<file path="src/rtl/slot_hp_pkg.sv">
// Package: shared phase type and I/O window offsets for the slot hotplug block.
// Assumes: offsets are byte addresses of 32-bit registers.
package slot_hp_pkg;

    typedef enum logic [1:0] {
        PH_RUN     = 2'd0,
        PH_FLUSH   = 2'd1,
        PH_REBUILD = 2'd2
    } hp_phase_e;

    localparam int OFS_CHECK  = 'h0;
    localparam int OFS_REMOVE = 'h4;
    localparam int OFS_EJECT  = 'h8;
    localparam int OFS_REMOV  = 'hC;

endpackage

</file>
<file path="src/rtl/slot_hp_lowbit.sv">
// Module: lowest-set-bit finder.
// Gives a one-hot mask of the lowest set bit of vec, its index, and a found flag.
// Assumes: IW is wide enough to hold N-1.
module slot_hp_lowbit #(
    parameter int N  = 32,
    parameter int IW = 5
) (
    input  logic [N-1:0]  vec,
    output logic          found,
    output logic [IW-1:0] idx,
    output logic [N-1:0]  onehot
);

    logic [N:0] below;

    assign below[0] = 1'b0;

    // one stage per bit: accumulate "any lower bit set" and isolate the first one
    for (genvar g = 0; g < N; g++) begin : g_chain
        assign below[g+1] = below[g] | vec[g];
        assign onehot[g]  = vec[g] & ~below[g];
    end

    assign found = below[N];

    // encode the one-hot mask into a slot index
    always_comb begin
        idx = '0;
        for (int i = 0; i < N; i++) begin
            if (onehot[i]) idx = idx | IW'(i);
        end
    end

endmodule

</file>
<file path="src/rtl/slot_hp_state.sv">
// Module: slot state keeper.
// Holds present, pending-removal and removable masks, the event status flag,
// the run/flush/rebuild phase and the eject request register.
// Assumes: ej_req is already decoded from the bus; event strobes name one slot.
module slot_hp_state
    import slot_hp_pkg::*;
#(
    parameter int NUM_SLOTS = 32,
    parameter int SLOT_W    = 5
) (
    input  logic                 clk,
    input  logic                 rst_n,
    input  logic                 ej_req,
    input  logic [NUM_SLOTS-1:0] ej_bits,
    input  logic                 hot_add,
    input  logic                 hot_remove,
    input  logic                 cold_add,
    input  logic [SLOT_W-1:0]    evt_slot,
    input  logic [NUM_SLOTS-1:0] occupied,
    input  logic [NUM_SLOTS-1:0] fixed_slots,
    input  logic                 plat_rst,
    input  logic                 gpe_ack,
    output logic [NUM_SLOTS-1:0] present,
    output logic [NUM_SLOTS-1:0] down_mask,
    output logic [NUM_SLOTS-1:0] hp_enable,
    output hp_phase_e            phase,
    output logic                 gpe_hp_sts,
    output logic                 eject_v,
    output logic [SLOT_W-1:0]    eject_slot
);

    logic [NUM_SLOTS-1:0] pick_vec, pick_hot, clr_mask, evt_hot;
    logic [NUM_SLOTS-1:0] present_n, down_n, enable_n;
    logic [SLOT_W-1:0]    pick_idx, slot_n;
    logic                 pick_found, take_ej, ev_ok, gpe_n;
    hp_phase_e            phase_n;

    // a flush walks the pending mask, otherwise software's written mask is used
    assign pick_vec = (phase == PH_FLUSH) ? down_mask : ej_bits;

    slot_hp_lowbit #(.N(NUM_SLOTS), .IW(SLOT_W)) u_pick (
        .vec    (pick_vec),
        .found  (pick_found),
        .idx    (pick_idx),
        .onehot (pick_hot)
    );

    assign ev_ok   = (phase == PH_RUN);
    assign take_ej = pick_found && ((ev_ok && ej_req) || (phase == PH_FLUSH));
    assign evt_hot = NUM_SLOTS'(1) << evt_slot;

    // next-state masks: eject clears first, then events set (set wins)
    always_comb begin
        clr_mask  = take_ej ? pick_hot : '0;
        present_n = present & ~(clr_mask & ~fixed_slots);
        down_n    = down_mask & ~clr_mask;
        enable_n  = hp_enable;
        if (ev_ok && (hot_add || cold_add)) present_n = present_n | evt_hot;
        if (ev_ok && hot_remove)            down_n    = down_n | evt_hot;
        if (phase == PH_REBUILD) begin
            present_n = occupied;
            enable_n  = ~fixed_slots;
        end
    end

    // phase sequencing: run -> flush (until empty) -> rebuild -> run
    always_comb begin
        phase_n = phase;
        unique case (phase)
            PH_RUN:     if (plat_rst) phase_n = PH_FLUSH;
            PH_FLUSH:   if (down_mask == '0) phase_n = PH_REBUILD;
            PH_REBUILD: phase_n = PH_RUN;
            default:    phase_n = PH_RUN;
        endcase
    end

    // event flag: run-time event sets, acknowledge clears, set has priority
    assign gpe_n  = (ev_ok && (hot_add || hot_remove)) ? 1'b1 :
                    (gpe_ack ? 1'b0 : gpe_hp_sts);
    assign slot_n = take_ej ? pick_idx : eject_slot;

    // state registers with synchronous active-low reset
    always_ff @(posedge clk) begin
        if (!rst_n) begin
            present    <= '0;
            down_mask  <= '0;
            hp_enable  <= '1;
            phase      <= PH_REBUILD;
            gpe_hp_sts <= 1'b0;
            eject_v    <= 1'b0;
            eject_slot <= '0;
        end else begin
            present    <= present_n;
            down_mask  <= down_n;
            hp_enable  <= enable_n;
            phase      <= phase_n;
            gpe_hp_sts <= gpe_n;
            eject_v    <= take_ej;
            eject_slot <= slot_n;
        end
    end

endmodule

</file>
<file path="src/rtl/slot_hp_rdmux.sv">
// Module: registered read decoder for the hotplug I/O window.
// Forms the device-check value on the fly; unaligned or unknown offsets read 0.
// Assumes: NUM_SLOTS <= REG_W.
module slot_hp_rdmux
    import slot_hp_pkg::*;
#(
    parameter int NUM_SLOTS = 32,
    parameter int REG_W     = 32,
    parameter int ADDR_W    = 4
) (
    input  logic                 clk,
    input  logic                 rst_n,
    input  logic                 rd_en,
    input  logic [ADDR_W-1:0]    addr,
    input  logic [NUM_SLOTS-1:0] present,
    input  logic [NUM_SLOTS-1:0] down_mask,
    input  logic [NUM_SLOTS-1:0] hp_enable,
    output logic [REG_W-1:0]     rd_data
);

    logic [REG_W-1:0] rd_val;

    // select the register value for the addressed offset
    always_comb begin
        rd_val = '0;
        if (addr[1:0] == 2'b00) begin
            if (addr == ADDR_W'(OFS_CHECK))
                rd_val[NUM_SLOTS-1:0] = present & hp_enable;
            else if (addr == ADDR_W'(OFS_REMOVE))
                rd_val[NUM_SLOTS-1:0] = down_mask;
            else if (addr == ADDR_W'(OFS_REMOV))
                rd_val[NUM_SLOTS-1:0] = hp_enable;
        end
    end

    // capture read data on a read strobe, hold it otherwise
    always_ff @(posedge clk) begin
        if (!rst_n)     rd_data <= '0;
        else if (rd_en) rd_data <= rd_val;
    end

endmodule

</file>
<file path="src/rtl/slot_hotplug_regs.sv">
// Module: PCI slot hotplug register block (top).
// Decodes the eject port write, keeps slot state, and serves register reads.
// Assumes: only full 32-bit aligned accesses carry meaning.
module slot_hotplug_regs
    import slot_hp_pkg::*;
#(
    parameter int NUM_SLOTS = 32,
    parameter int REG_W     = 32,
    parameter int ADDR_W    = 4,
    localparam int SLOT_W   = $clog2(NUM_SLOTS)
) (
    input  logic                 clk,
    input  logic                 rst_n,
    input  logic                 rd_en,
    input  logic                 wr_en,
    input  logic [ADDR_W-1:0]    addr,
    input  logic [REG_W-1:0]     wr_data,
    output logic [REG_W-1:0]     rd_data,
    input  logic                 hot_add,
    input  logic                 hot_remove,
    input  logic                 cold_add,
    input  logic [SLOT_W-1:0]    evt_slot,
    input  logic [NUM_SLOTS-1:0] occupied,
    input  logic [NUM_SLOTS-1:0] fixed_slots,
    input  logic                 plat_rst,
    input  logic                 gpe_ack,
    output logic                 gpe_hp_sts,
    output logic                 eject_v,
    output logic [SLOT_W-1:0]    eject_slot
);

    logic [NUM_SLOTS-1:0] present, down_mask, hp_enable;
    hp_phase_e            phase;
    logic                 ej_req;

    // only an aligned write to the eject port does anything
    assign ej_req = wr_en && (addr == ADDR_W'(OFS_EJECT));

    slot_hp_state #(.NUM_SLOTS(NUM_SLOTS), .SLOT_W(SLOT_W)) u_state (
        .clk         (clk),
        .rst_n       (rst_n),
        .ej_req      (ej_req),
        .ej_bits     (wr_data[NUM_SLOTS-1:0]),
        .hot_add     (hot_add),
        .hot_remove  (hot_remove),
        .cold_add    (cold_add),
        .evt_slot    (evt_slot),
        .occupied    (occupied),
        .fixed_slots (fixed_slots),
        .plat_rst    (plat_rst),
        .gpe_ack     (gpe_ack),
        .present     (present),
        .down_mask   (down_mask),
        .hp_enable   (hp_enable),
        .phase       (phase),
        .gpe_hp_sts  (gpe_hp_sts),
        .eject_v     (eject_v),
        .eject_slot  (eject_slot)
    );

    slot_hp_rdmux #(.NUM_SLOTS(NUM_SLOTS), .REG_W(REG_W), .ADDR_W(ADDR_W)) u_rd (
        .clk       (clk),
        .rst_n     (rst_n),
        .rd_en     (rd_en),
        .addr      (addr),
        .present   (present),
        .down_mask (down_mask),
        .hp_enable (hp_enable),
        .rd_data   (rd_data)
    );

endmodule

</file>
<file path="config.mk">
export PLATFORM = sky130hd
export DESIGN_NAME = slot_hotplug_regs
export DESIGN_NICKNAME = d
export VERILOG_FILES = /design/src/rtl/slot_hp_pkg.sv /design/src/rtl/slot_hp_lowbit.sv /design/src/rtl/slot_hp_state.sv /design/src/rtl/slot_hp_rdmux.sv /design/src/rtl/slot_hotplug_regs.sv
export SDC_FILE = /design/constraint.sdc
export NUM_CORES = 1
export LEC_CHECK = 0
export ABC_AREA = 1
export ABC_CLOCK_PERIOD_IN_PS = 4150
export BUFFER_PORTS_ARGS = -buffer_cell sky130_fd_sc_hd__buf_4
export CAP_MARGIN = 0
export CORE_MARGIN = 10
export CORE_UTILIZATION = 55
export DETAILED_ROUTE_END_ITERATION = 7
export PLACE_DENSITY = 0.8
export SLEW_MARGIN = 0
export SYNTH_ARGS = -nofsm -noshare
export SYNTH_HDL_FRONTEND = slang
export SYNTH_SLANG_ARGS = --single-unit
</file>
<file path="constraint.sdc">
create_clock -name clk -period 4.15 [get_ports clk]
set_input_delay 0.415 -clock clk [delete_from_list [all_inputs] [get_ports clk]]
set_output_delay 0.415 -clock clk [all_outputs]
set_load 0.01 [all_outputs]
</file>
; Word-level counts from Yosys, hierarchy flattened
; Cells that the tools add are included.
; Widths: inputs -> output; s select.
[totals]
reg_bits = 137
latchBits = 0
mem_bits_rw = 0
romBits = 0
in_bits = 114
n_memories = 0
[classes]
addsub = 0
n_mul = 0
div = 0
magnitude_cmp = 0
eq_ne = 8
n_shift = 1
n_mux = 55
n_bitwise = 102
reduce_logical = 15
[ops]
columns = cell, count
row1 = $mux 32, 17
row2 = $and 32x32->32, 4
row3 = $not 32->32, 3
row4 = $mux 5, 16
row5 = $or 32x32->32, 2
row6 = $logic_not 32->1, 1
row7 = $mux 4, 8
row8 = $shl 1x5->32 const A, 1
row9 = $and 1x1->1, 31
row10 = $not 1->1, 31
row11 = $or 1x1->1, 31
row12 = $mux 2, 6
row13 = $mux 3, 4
row14 = $eq 4x4->1 const B, 2
row15 = $logic_and 1x1->1, 6
row16 = $eq 4x3->1 const B, 1
row17 = $logic_not 2->1, 2
row18 = $logic_not 4->1, 1
row19 = $ne 2x2->1 const B, 2
row20 = $pmux 2 s2, 1
row21 = $logic_or 1x1->1, 3
row22 = $mux 1, 3
row23 = $eq 2x1->1 const B, 1
row24 = $eq 2x2->1 const B, 1
row25 = 3 further kinds, 3

; Depth between registers and ports, before layout
; Gate-level depths: netlist of run 1.
[logic_depth]
ltp_word = 41
mapped_depth = 28
mapped_depth_nobuf = 26

; By module
; A second synthesis of run 1 with hierarchy kept.
[hier_totals]
cells_unflattened = 1362
hier_area_um2 = 8149.1
[modules_own_cells]
columns = mod, instances, cells_each, area_each_um2, seq_area_each_um2
row1 = slot_hp_state, 1, 823, 5252.5, 2102.0
row2 = slot_hp_rdmux, 1, 389, 2103.3, 640.6
row3 = slot_hp_lowbit, 1, 144, 769.5, 0.0
row4 = slot_hotplug_regs, 1, 6, 23.8, 0.0

; Worst setup path after synthesis of run 1
; Ideal clock, no wire load.
[synth_timing]
kind = register -> register
startpoint = reg u_state.phase[0]
endpoint = reg u_state.eject_slot[4]
setup_time_ps = 117
arrival_time_ps = 2863
t_required_ps = 4033
setup_slack_ps = 1170
path_stages_with_launch = 24
n_path_buf = 2
period_less_slack_ps = 2980
cell_sequence = dfxtp_1 nand2_2 buf_6 o21ai_1 nand4_1 nor2_1 nand4_1 nor2_1 nand4_1 nor2_1 nand4_1 nor2_1 nand4_1 nor2_1 nand4_1 nor2_2 nand4_2 nor2_4 nand3_2 nand2_1 buf_4 nor2_1 nor2_1 nor2_1
[synth_between]
elab_chain_len = 35
elab_cells_between_ends = 85
[synth_lines]
columns = element, line_no
row1 = start: declaration, slot_hp_state.sv:26  ; output hp_phase_e phase,
row2 = start signal: assignment, slot_hp_state.sv:96  ; phase <= phase_n;
row3 = $eq 2x1->1, "slot_hp_state.sv:39, slot_hp_state.sv:49"
row4 = $mux 32, slot_hp_state.sv:39  ; assign pick_vec = (phase == PH_FLUSH) ? down_mask : ej_bits;
row5 = $or 1x1->1 (15 in series), slot_hp_lowbit.sv:20  ; assign below[g+1] = below[g] | vec[g];
row6 = $not 1->1 / $or 1x1->1 (equally long branches), "slot_hp_lowbit.sv:21, slot_hp_lowbit.sv:20"
row7 = "$and 1x1->1, or another cell as far along", slot_hp_lowbit.sv:21  ; assign onehot[g] = vec[g] & ~below[g];
row8 = "$mux 5, or another cell as far along (14 in series)", slot_hp_lowbit.sv:30  ; if (onehot[i]) idx = idx | IW'(i);
row9 = $mux 5 / $and 1x1->1 (equally long branches), "slot_hp_lowbit.sv:30, slot_hp_lowbit.sv:21"
row10 = $mux 5, slot_hp_lowbit.sv:30
row11 = end signal: assignment, slot_hp_state.sv:99  ; eject_slot <= slot_n;
row12 = end: declaration, slot_hp_state.sv:29  ; output logic [SLOT_W-1:0] eject_slot
; Parallel ways exist; a longest one is shown, timed or not.
; A chain may end at the register's enable or synchronous reset.

; Final worst setup path of run 1
[layout_timing]
startpoint = reg u_state.phase[1]
endpoint = reg u_state.down_mask[20]
[layout_between]
elab_chain_len = 39
elab_cells_between_ends = 45
[layout_lines]
columns = element, line_no
row1 = $eq 2x1->1, "slot_hp_state.sv:39, slot_hp_state.sv:49"
row2 = $mux 32, slot_hp_state.sv:39
row3 = $or 1x1->1 (31 in series), slot_hp_lowbit.sv:20
row4 = $logic_and 1x1->1, slot_hp_state.sv:49  ; assign take_ej = pick_found && ((ev_ok && ej_req) || (phase == PH_FLUSH));
row5 = $mux 32, slot_hp_state.sv:54  ; clr_mask = take_ej ? pick_hot : '0;
row6 = $not 32->32, slot_hp_state.sv:56  ; down_n = down_mask & ~clr_mask;
row7 = $and 32x32->32, slot_hp_state.sv:56
row8 = $or 32x32->32, slot_hp_state.sv:59  ; if (ev_ok && hot_remove) down_n = down_n | evt_hot;
row9 = $mux 32 *, slot_hp_state.sv:59
row10 = end signal: assignment, slot_hp_state.sv:94  ; down_mask <= down_n;
row11 = end: declaration, slot_hp_state.sv:24  ; output logic [NUM_SLOTS-1:0] down_mask,
; Mark *: on every way between the ends. The rest lies on a longest branch, timed or not.

==> results of run 1 <==
## layout make-up
class                           count  area, sq um
Tap cell                          176          220
Fill cell                        1178         4050
Clock inverter                      7         43.8
Multi-Input combinational cell    771         3850
Clock buffer                       24          492
Sequential cell                   137         2740
Inverter                          125          469
Timing Repair Buffer              167         1270
## flip-flops by register name (all words and copies together), names as in the netlist
signal	count
u_state.eject_slot	5
u_rd.rd_data	32
u_state.gpe_hp_sts	1
u_state.present	32
u_state.phase	2
u_state.down_mask	32
u_state.hp_enable	32
u_state.eject_v	1
## cells in the mapped netlist, types with 2 or more instances
master	n
nor2_2	2
o21ai_1	31
nand4_1	59
clkinv_1	2
a21oi_1	168
a21boi_0	18
or2_2	17
clkbuf_1	53
mux2i_1	5
buf_4	3
nor3_1	10
nand2_1	153
inv_1	122
buf_6	6
o31ai_1	33
dfxtp_1	137
nor4_1	15
nor2_1	111
buf_1	5
o21ai_0	94
nand3_1	49
## through the flow
step	util (%)	hold slack (ps)	std cells	setup slack (ps)
4_1_cts	69.0	184	1407	111
5_1_grt	69.2	193	1407	84.1
2_1_floorplan	-	437	1101	1170
6_report	69.2	187	1407	433
3_3_place_gp	64.9	440	1376	303
3_5_place_dp	64.9	444	1376	122
## path summary, 6_finish.rpt
kind | to | start | slack, ps
setup reg to reg | u_state.down_mask[20] | u_state.phase[1] | 430
hold reg to reg | u_rd.rd_data[15] | u_rd.rd_data[15] | 450
hold / removal | u_state.hp_enable[1] | fixed_slots[1] | 190
setup / recovery | u_state.down_mask[20] | u_state.phase[1] | 430
## per-layer routing
| metal | GRT usage [%] | part of all wire [%] | vias up | wire (um) |
|---|---|---|---|---|
| met3 | 7.64 | 10 | 53 | 2630 |
| met2 | 41.7 | 44 | 435 | 11300 |
| met1 | 34.3 | 42 | 3739 | 10700 |
| met5 | 0 | 0 | - | 0 |
| li1 | - | - | 3995 | - |
| met4 | 11.2 | 3.1 | 0 | 781 |
## worst reg2reg max path: stages (launching register included)
cell and delay, ps:
dfxtp_1 340, inv_2 90, nand2_8 160, inv_1 160, or2_2 290, o21ai_1 140, nand4_1 140, nor2_1 140
nand4_1 110, nor2_1 110, nand4_1 110, nor2_1 140, nand4_1 110, nor2_1 200, nand4_1 160, nor2_2 170
nand4_2 130, nor2_4 170, nand3_2 100, nand2_2 200, buf_12 200, o21ai_1 100, a21oi_1 140
## cells by family after synthesis
logic type             synth area share (%)
AO/OA/AOI/OAI                          25.3
buffers and inverters                  10.6
flip-flops                             37.3
multiplexers                          0.681
AND/OR/NAND/NOR                        26.1
## placed cells by master (no fill, tap or decap), types with 2 or more instances in the layout
| cell type | count |
|---|---|
| nand4_1 | 59 |
| clkinv_1 | 2 |
| clkbuf_16 | 17 |
| o31ai_1 | 33 |
| clkbuf_1 | 3 |
| a21boi_0 | 18 |
| clkbuf_8 | 4 |
| nor3_1 | 10 |
| nand3_1 | 49 |
| inv_2 | 3 |
| o21ai_1 | 31 |
| or2_2 | 17 |
| nor2_1 | 107 |
| clkinvlp_4 | 2 |
| a21oi_1 | 168 |
| mux2i_1 | 5 |
| buf_4 | 166 |
| o21ai_0 | 93 |
| nand2_1 | 152 |
| dfxtp_1 | 136 |
| nor2_2 | 6 |
| inv_1 | 120 |
| clkinv_2 | 4 |
| nor4_1 | 15 |
## power by group through the flow
stage	clock [mW]	combinational (mW)	sequential, mW
2_1_floorplan	0	0.237	1.44
3_3_place_gp	0	0.407	1.44
3_5_place_dp	0	0.413	1.45
4_1_cts	1.40	0.417	1.42
5_1_grt	1.45	0.467	1.43
6_report	1.39	0.423	1.42
## timing repair
| action | 4_1_cts | 5_1_grt |
|---|---|---|
| hold buffers | 0 | 0 |
| setup endpoints to repair | 0 | 70 |
| gates resized for setup | 0 | 6 |
==> flow_summary.json, run 1 <==
{
  "status": "complete, no violations",
  "cp_slowest_cell": "dfxtp_1",
  "slew_headroom_pct": 23.8,
  "syn-num-nets": 1215,
  "wl_per_cell_um": 18.1,
  "rows": 42,
  "wl_um": 25500,
  "post_cts_buffers": 0,
  "grt_pass1_vias": 7682,
  "yosysUniqueCellTypes": 29,
  "synthFlopType": "dfxtp_1",
  "fin_crit_ps": 3720,
  "cts_made_buffers": 17,
  "syn_inst": 1101,
  "place_congestion": 1.02,
  "via_per_inst": 5.84,
  "ys_ff_latch": 137,
  "hold_path_class": "input pin to register",
  "p_leak_nw": 3.90,
  "reg2reg_depth": 22,
  "hpwl_um": 18100,
  "yosys-top-cells-area": "dfxtp_1, a21oi_1, nand2_1",
  "powerDensity_nw_per_um2": 356,
  "ir_drop_v": 0.000269,
  "yosysTopAreaCell": "dfxtp_1",
  "cp.buffers_inverters": 3,
  "setup_violations": 0,
  "power.total_mw": 3.24,
  "synth_edf_count": 0,
  "clock_sinks": 137,
  "clk_pin_slew_worst_paths_ps": 60,
  "area_growth_pct": 23.7,
  "grt_start_max_net_pins": 67,
  "layout_worst_path_cycle_share_pct": 89.6,
  "cp_cell_sequence": "inv_2, nand2_8, inv_1, or2_2, o21ai_1, nand4_1, nor2_1, nand4_1, nor2_1, nand4_1, nor2_1, nand4_1, nor2_1, nand4_1, nor2_2, nand4_2, nor2_4, nand3_2, nand2_2, buf_12, o21ai_1, a21oi_1",
  "syn_area_per_cell_sq_um": 6.67,
  "comb_power_share_pct": 13.1,
  "core_sq_um": 13100,
  "cts_root_buffer": "clkbuf_16",
  "grt_first_pass_wirelength_um": 40000,
  "io_pins": 153,
  "cts_tree": "yes",
  "port_buffers": 152,
  "htreeDepth": 4,
  "p_sw_mw": 0.871,
  "pwr-share-seq_pct": 43.9,
  "grt.total_usage_pct": 26.9,
  "yosysWarnings": 0,
  "synthArstFlopShare_pct": 0,
  "postPlaceCellArea_sq_um": 8530,
  "max-cap-violations": 0,
  "final_max_slew_viol_count": 0,
  "die_w_um": 136,
  "start_util_pct": 55.9,
  "synth_top_area_share_pct": 37.3,
  "critical_path.max_stage_delay_ps": 340,
  "synthesis.area_sq_um": 7350,
  "cp.arrival_ps": 4070,
  "postRouteAntennaNets": 0,
  "critPathKind": "register to register",
  "rsz0062_at_grt": "false",
  "first_iter_violations": 860,
  "crit_path_start_kind": "register",
  "firstDrtPassIters": 5,
  "ys_seq_area_share_pct": 37.3,
  "critPathRequiredTime_ps": 4500,
  "tns_ps": 0,
  "fmax_ghz": 0.269,
  "worst_clock_skew_ps": 6.76,
  "cp_common_cell": "nand4_1",
  "path_depth": 22,
  "n_antenna_cell": 0,
  "switching_share_pct": 26.9,
  "crit_fanout": 25,
  "clockBufferDepth": 2,
  "crit_family": "simple AND/OR/NAND/NOR gates",
  "hold_violations": 0,
  "finalInstanceArea_sq_um": 9090,
  "die_y_um": 136,
  "insertion_delay_ps": 430,
  "p_int_mw": 2.36,
  "cp-end-kind": "register",
  "fin_nets": 1333,
  "grt_overflow": 0,
  "drc": 0,
  "tightestPinTransition_ps": 1140,
  "via_count": 8222,
  "min_path_cells": 2,
  "antenna_found_initial": 0,
  "die-area_sq_um": 18400,
  "clkPwrFrac_pct": 43.0,
  "drive_gt1_share_pct": 18.5
}
Note: power is estimated with default switching activity, not from simulation.
==> run 2, diff against run 1 <==
- CELL_PAD_IN_SITES_DETAIL_PLACEMENT: default -> 2
- CELL_PAD_IN_SITES_GLOBAL_PLACEMENT: default -> 2
- CORE_UTILIZATION: 55 -> 30
- PLACE_DENSITY: 0.8 -> default
- PLACE_DENSITY_LB_ADDON: default -> 0.1
==> run 2 against run 1 <==
Compared with the run above:
- register-to-register slack got worse by 140 ps
- setup slack got worse by 140 ps
- first-iteration DRC count fell by 44%
- largest cell class unchanged
==> flow_summary.json, run 2 (synthesis gave the netlist of run 1 again) <==
{
  "htreeDepth": 4,
  "firstDrtPassIters": 5,
  "hold_slack_ps": 180,
  "first_iter_violations": 484,
  "antenna_found_initial": 2,
  "cts_made_buffers": 17,
  "cp.arrival_ps": 4170,
  "finalInstanceArea_sq_um": 9460,
  "cts_root_buffer": "clkbuf_16",
  "tightestPinTransition_ps": 1270,
  "hold_path_class": "input pin to register",
  "fin_cells": 1569,
  "clockBufferDepth": 2,
  "wl_um": 34700,
  "fin_nets": 1345,
  "drc": 0,
  "tns_ps": 0,
  "rows": 57,
  "reg2reg_depth": 23,
  "grt_pass1_vias": 9178,
  "core_sq_um": 24200,
  "via_per_inst": 5.39,
  "worstReg2RegEnd": "u_state.eject_slot[2]",
  "slew_headroom_pct": 15.5,
  "pwr-share-seq_pct": 42.0,
  "clkPwrFrac_pct": 44.3,
  "hold_buffers": 0,
  "die-area_sq_um": 31100,
  "switching_share_pct": 29.5,
  "final_common_cell": "buf_4",
  "clk_pin_slew_worst_paths_ps": 70,
  "grt_start_max_net_pins": 67,
  "final_cell_mix": "buf_4, a21oi_1, nand2_1",
  "hold_path.startpoint": "fixed_slots[3]",
  "area_growth_pct": 28.8,
  "cp_cell_sequence": "inv_4, nand2_8, clkinvlp_4, or2_2, o21ai_2, nand4_1, nor2_2, nand4_1, nor2_1, nand4_1, nor2_2, nand4_1, nor2_2, nand4_1, nor2_2, nand4_2, nor2_4, nand3_2, nand2_4, buf_12, inv_1, o21ai_0, nor2_1",
  "hpwl_um": 24200,
  "layout_worst_path_cycle_share_pct": 92.9,
  "r2r_setup_slack_ps": 300,
  "die_y_um": 176,
  "critPathKind": "register to register",
  "cp-end-kind": "register",
  "postPlaceCellArea_sq_um": 8730,
  "fin_crit_ps": 3850,
  "p_int_mw": 2.39,
  "comb_power_share_pct": 13.7,
  "hold_violations": 0,
  "port_buffers": 152,
  "place_congestion": 0.874,
  "start_util_pct": 30.4,
  "grt.total_usage_pct": 21.7,
  "insertion_delay_ps": 430,
  "fmax_ghz": 0.260,
  "grt_overflow": 0,
  "final_max_slew_viol_count": 0,
  "critical_path.max_stage_delay_ps": 360,
  "ir_drop_v": 0.000226,
  "status": "complete, no violations",
  "clock_sinks": 137,
  "min_to": "u_state.hp_enable[3]",
  "wl_per_cell_um": 22.1,
  "min_path_cells": 2,
  "max-cap-violations": 0,
  "timing.rr.start": "u_state.phase[1]",
  "p_leak_nw": 3.96,
  "setup_violations": 0,
  "powerDensity_nw_per_um2": 358,
  "via_count": 8456,
  "crit_path_start_kind": "register",
  "die_w_um": 176,
  "grt_first_pass_wirelength_um": 53800,
  "io_pins": 153,
  "postRouteAntennaNets": 0,
  "place_inst": 1526,
  "worst_clock_skew_ps": 12.7,
  "startpoint": "u_state.phase[1]",
  "cts_tree": "yes",
  "cp_common_cell": "nand4_1",
  "cp_slowest_cell": "dfxtp_2",
  "critPathRequiredTime_ps": 4460,
  "p_sw_mw": 0.998,
  "drive_gt1_share_pct": 20.4,
  "crit_fanout": 17
}
## run 2: worst max-delay path: cells and delay by family (launching register included)
| kind | cells | cell delay, ps |
|---|---|---|
| AND/OR/NAND/NOR | 17 | 2560 |
| buffers and inverters | 4 | 530 |
| flip-flops | 1 | 360 |
| AO/OA/AOI/OAI | 2 | 270 |
## run 2: per-stage QoR
| stage | utilization [%] | setup slack [ps] | power, mW |
|---|---|---|---|
| 5_1_grt | 39.1 | -42.1 | 3.55 |
| 3_5_place_dp | 36.1 | 40.3 | 1.90 |
| 4_1_cts | 38.5 | 97.6 | 3.41 |
| 3_3_place_gp | 36.1 | 300 | 1.89 |
| 6_report | 39.1 | 297 | 3.39 |
| 2_1_floorplan | - | 1170 | 1.68 |
## run 2: metal layers
layer / GRT usage [%] / up-vias / share of wire, %
met5: 0 / - / 0
met4: 5.95 / 0 / 1.6
met3: 4.25 / 30 / 4.5
met2: 35.5 / 190 / 47
met1: 28.6 / 4218 / 47
li1: - / 4018 / -
## run 2: worst max-delay path by stage
stage / cells past startpoint / endpoint
finish: 23 / u_state.eject_slot[2]
global route: 23 / u_state.eject_slot[2]
CTS: 25 / u_state.eject_slot[3]
detailed placement: 22 / u_state.eject_slot[2]
global placement: 22 / u_state.eject_slot[4]
floorplan: 23 / u_state.eject_slot[4]
## run 2: timing repair
| action | in CTS | in global routing |
|---|---|---|
| pin swaps | 0 | 7 |
| setup buffers | 0 | 9 |
| cloned | 0 | 1 |
| hold endpoints to repair | 0 | 0 |
| resized for setup | 3 | 22 |
| endpoints found under the setup margin | 4 | 70 |
## run 2: cell type report
cell class                 instances  area, sq um
antenna                            2         5.00
inverter                         125          477
timing repair buffer             179         1380
tap                              324          405
sequential                       137         2750
clock buffer                      18          439
multi-input combinational        771         3890
fill                            2872        14700
clock inverter                    13          120
## run 2: power by group through the flow
stage	clock network (mW)	logic [mW]	registers, mW
4_1_cts	1.54	0.458	1.42
6_report	1.50	0.465	1.42
3_5_place_dp	0	0.452	1.45
5_1_grt	1.60	0.515	1.43
2_1_floorplan	0	0.237	1.44
3_3_place_gp	0	0.440	1.45
==> run 3, diff against run 2 <==
- CAP_MARGIN: 0 -> 10
- PLACE_DENSITY: default -> 0.87
- PLACE_DENSITY_LB_ADDON: 0.1 -> default
==> run 3 against run 2 <==
Compared with the run above:
- global-route usage up 1.7 points
- routed wire length up 11%
- critical path depth is 1 lower
- fmax is 6.5% lower
- worst hold slack got worse by 5.6 ps
- clock power barely moved
- flip-flop and latch count stayed put
- highest routed layer unchanged
==> flow_summary.json, run 3 (synthesis gave the netlist of run 1 again) <==
{
  "use_met1_pct": 27.8,
  "grtUsageMet2_pct": 40.1,
  "place_congestion": 0.902,
  "wl_um": 38700,
  "grt_start_max_net_pins": 67,
  "p_leak_nw": 3.96,
  "grt_use_met3_pct": 5.25,
  "postRouteAntennaNets": 0,
  "die-area_sq_um": 31100,
  "final_cell_mix": "buf_4, a21oi_1, nand2_1",
  "first_iter_violations": 554,
  "max-cap-violations": 0,
  "cp_common_cell": "nor2_1",
  "cp.arrival_ps": 4440,
  "hpwl_um": 25300,
  "cp-end-kind": "register",
  "layout_worst_path_cycle_share_pct": 99.3,
  "fmax_ghz": 0.243,
  "ir_drop_v": 0.000148,
  "critical_path.max_stage_delay_ps": 440,
  "setup_violations": 0,
  "cp_slowest_cell": "o21ai_1",
  "status": "complete, no violations",
  "die_y_um": 176,
  "grt.total_usage_pct": 23.4,
  "cts_made_buffers": 17,
  "critPathKind": "register to register",
  "crit_path_start_kind": "register",
  "fin_crit_ps": 4120,
  "fin_nets": 1343,
  "power.total_mw": 3.42,
  "drive_gt1_share_pct": 19.6,
  "crit_fanout": 15,
  "tightestPinTransition_ps": 1250,
  "hold_path_class": "input pin to register",
  "port_buffers": 152,
  "cp_cell_sequence": "inv_4, nand2_8, clkinvlp_4, o21ai_1, nand4_1, nor2_1, nand4_1, nor2_1, nand4_1, nor2_1, nand4_1, nor2_1, nand4_1, nor2_2, nand4_2, nor2_4, nand3_4, nand2_4, buf_6, nor2_1, nor2_1, nor2_1",
  "place_inst": 1526,
  "core_sq_um": 24200,
  "hold_buffers": 0,
  "critPathRequiredTime_ps": 4460,
  "fill_cells": 2821,
  "via_count": 8914,
  "final_max_slew_viol_count": 0,
  "wl_per_cell_um": 24.7,
  "register_area_sq_um": 2750,
  "antenna_found_initial": 2,
  "r2r_setup_slack_ps": 30,
  "clock_sinks": 137,
  "slew_headroom_pct": 15.6,
  "drc": 0,
  "rows": 57,
  "io_pins": 153,
  "area_growth_pct": 28.5,
  "busiest_layer": "met2",
  "multiInputGateArea_sq_um": 3890,
  "clockBufferDepth": 2,
  "firstDrtPassIters": 5,
  "clk_pin_slew_worst_paths_ps": 60,
  "final_common_cell": "buf_4",
  "grt_overflow": 0,
  "cts_tree": "yes",
  "cts_root_buffer": "clkbuf_16",
  "fin_cells": 1568,
  "start_util_pct": 30.4,
  "grt_first_pass_wirelength_um": 57300,
  "finalInstanceArea_sq_um": 9440,
  "hold_violations": 0,
  "postPlaceCellArea_sq_um": 8720,
  "final_util_pct": 39.0,
  "htreeDepth": 4,
  "worst_clock_skew_ps": 9.72,
  "grt_pass1_vias": 9669,
  "die_w_um": 176,
  "via_per_inst": 5.68,
  "insertion_delay_ps": 440,
  "powerDensity_nw_per_um2": 362
}
[run 3: through the flow]
step           hold slack [ps]  setup WS, ps  TNS [ps]
2_1_floorplan              437          1170         0
4_1_cts                    166          57.2         0
6_report                   174          27.7         0
3_3_place_gp               444           307         0
3_5_place_dp               444          30.9         0
5_1_grt                    182          -259     -7480
[run 3: what timing repair did]
action | 4_1_cts | 5_1_grt
cloned | 0 | 2
pin swaps | 1 | 5
buffers inserted | 0 | 6
setup endpoints to repair | 66 | 70
gates resized for setup | 2 | 23
[run 3: cell type report]
class	instances	share of cell area, %
repair buffers	176	14.4
clock buffers	24	5.10
clock inverters	8	0.742
flip-flops and latches	137	29.1
multi-input cells	772	41.3
inverters	125	5.04
diodes	2	0.0530
well taps	324	4.30
[run 3: worst max-delay path, delay by kind of cell (launching register included)]
family / cells / cell delay [ps]
AND/OR/NAND/NOR: 18 / 2660
AO/OA/AOI/OAI: 1 / 440
flip-flops: 1 / 390
buffers and inverters: 3 / 460
[run 3: routing by layer]
layer  vias up  routed length [um]
met1      4471               16300
li1       4017                   -
met4         0                1500
met3        99                2220
met5         -                   0
met2       327               18600
[run 3: where the power goes]
| part | switching (mW) | total, mW | internal, mW |
|---|---|---|---|
| logic | 0.315 | 0.484 | 0.169 |
| registers | 0.0469 | 1.43 | 1.38 |
| clock network | 0.641 | 1.51 | 0.867 |
| total | 1.00 | 3.42 | 2.41 |
[run 3: worst paths after layout]
path	from	to	cells past startpoint
worst max-delay path	u_state.phase[1]	u_state.eject_slot[4]	22
worst min-delay path	fixed_slots[3]	u_state.hp_enable[3]	2
worst max register to register	u_state.phase[1]	u_state.eject_slot[4]	22
worst min register to register	u_rd.rd_data[22]	u_rd.rd_data[22]	2
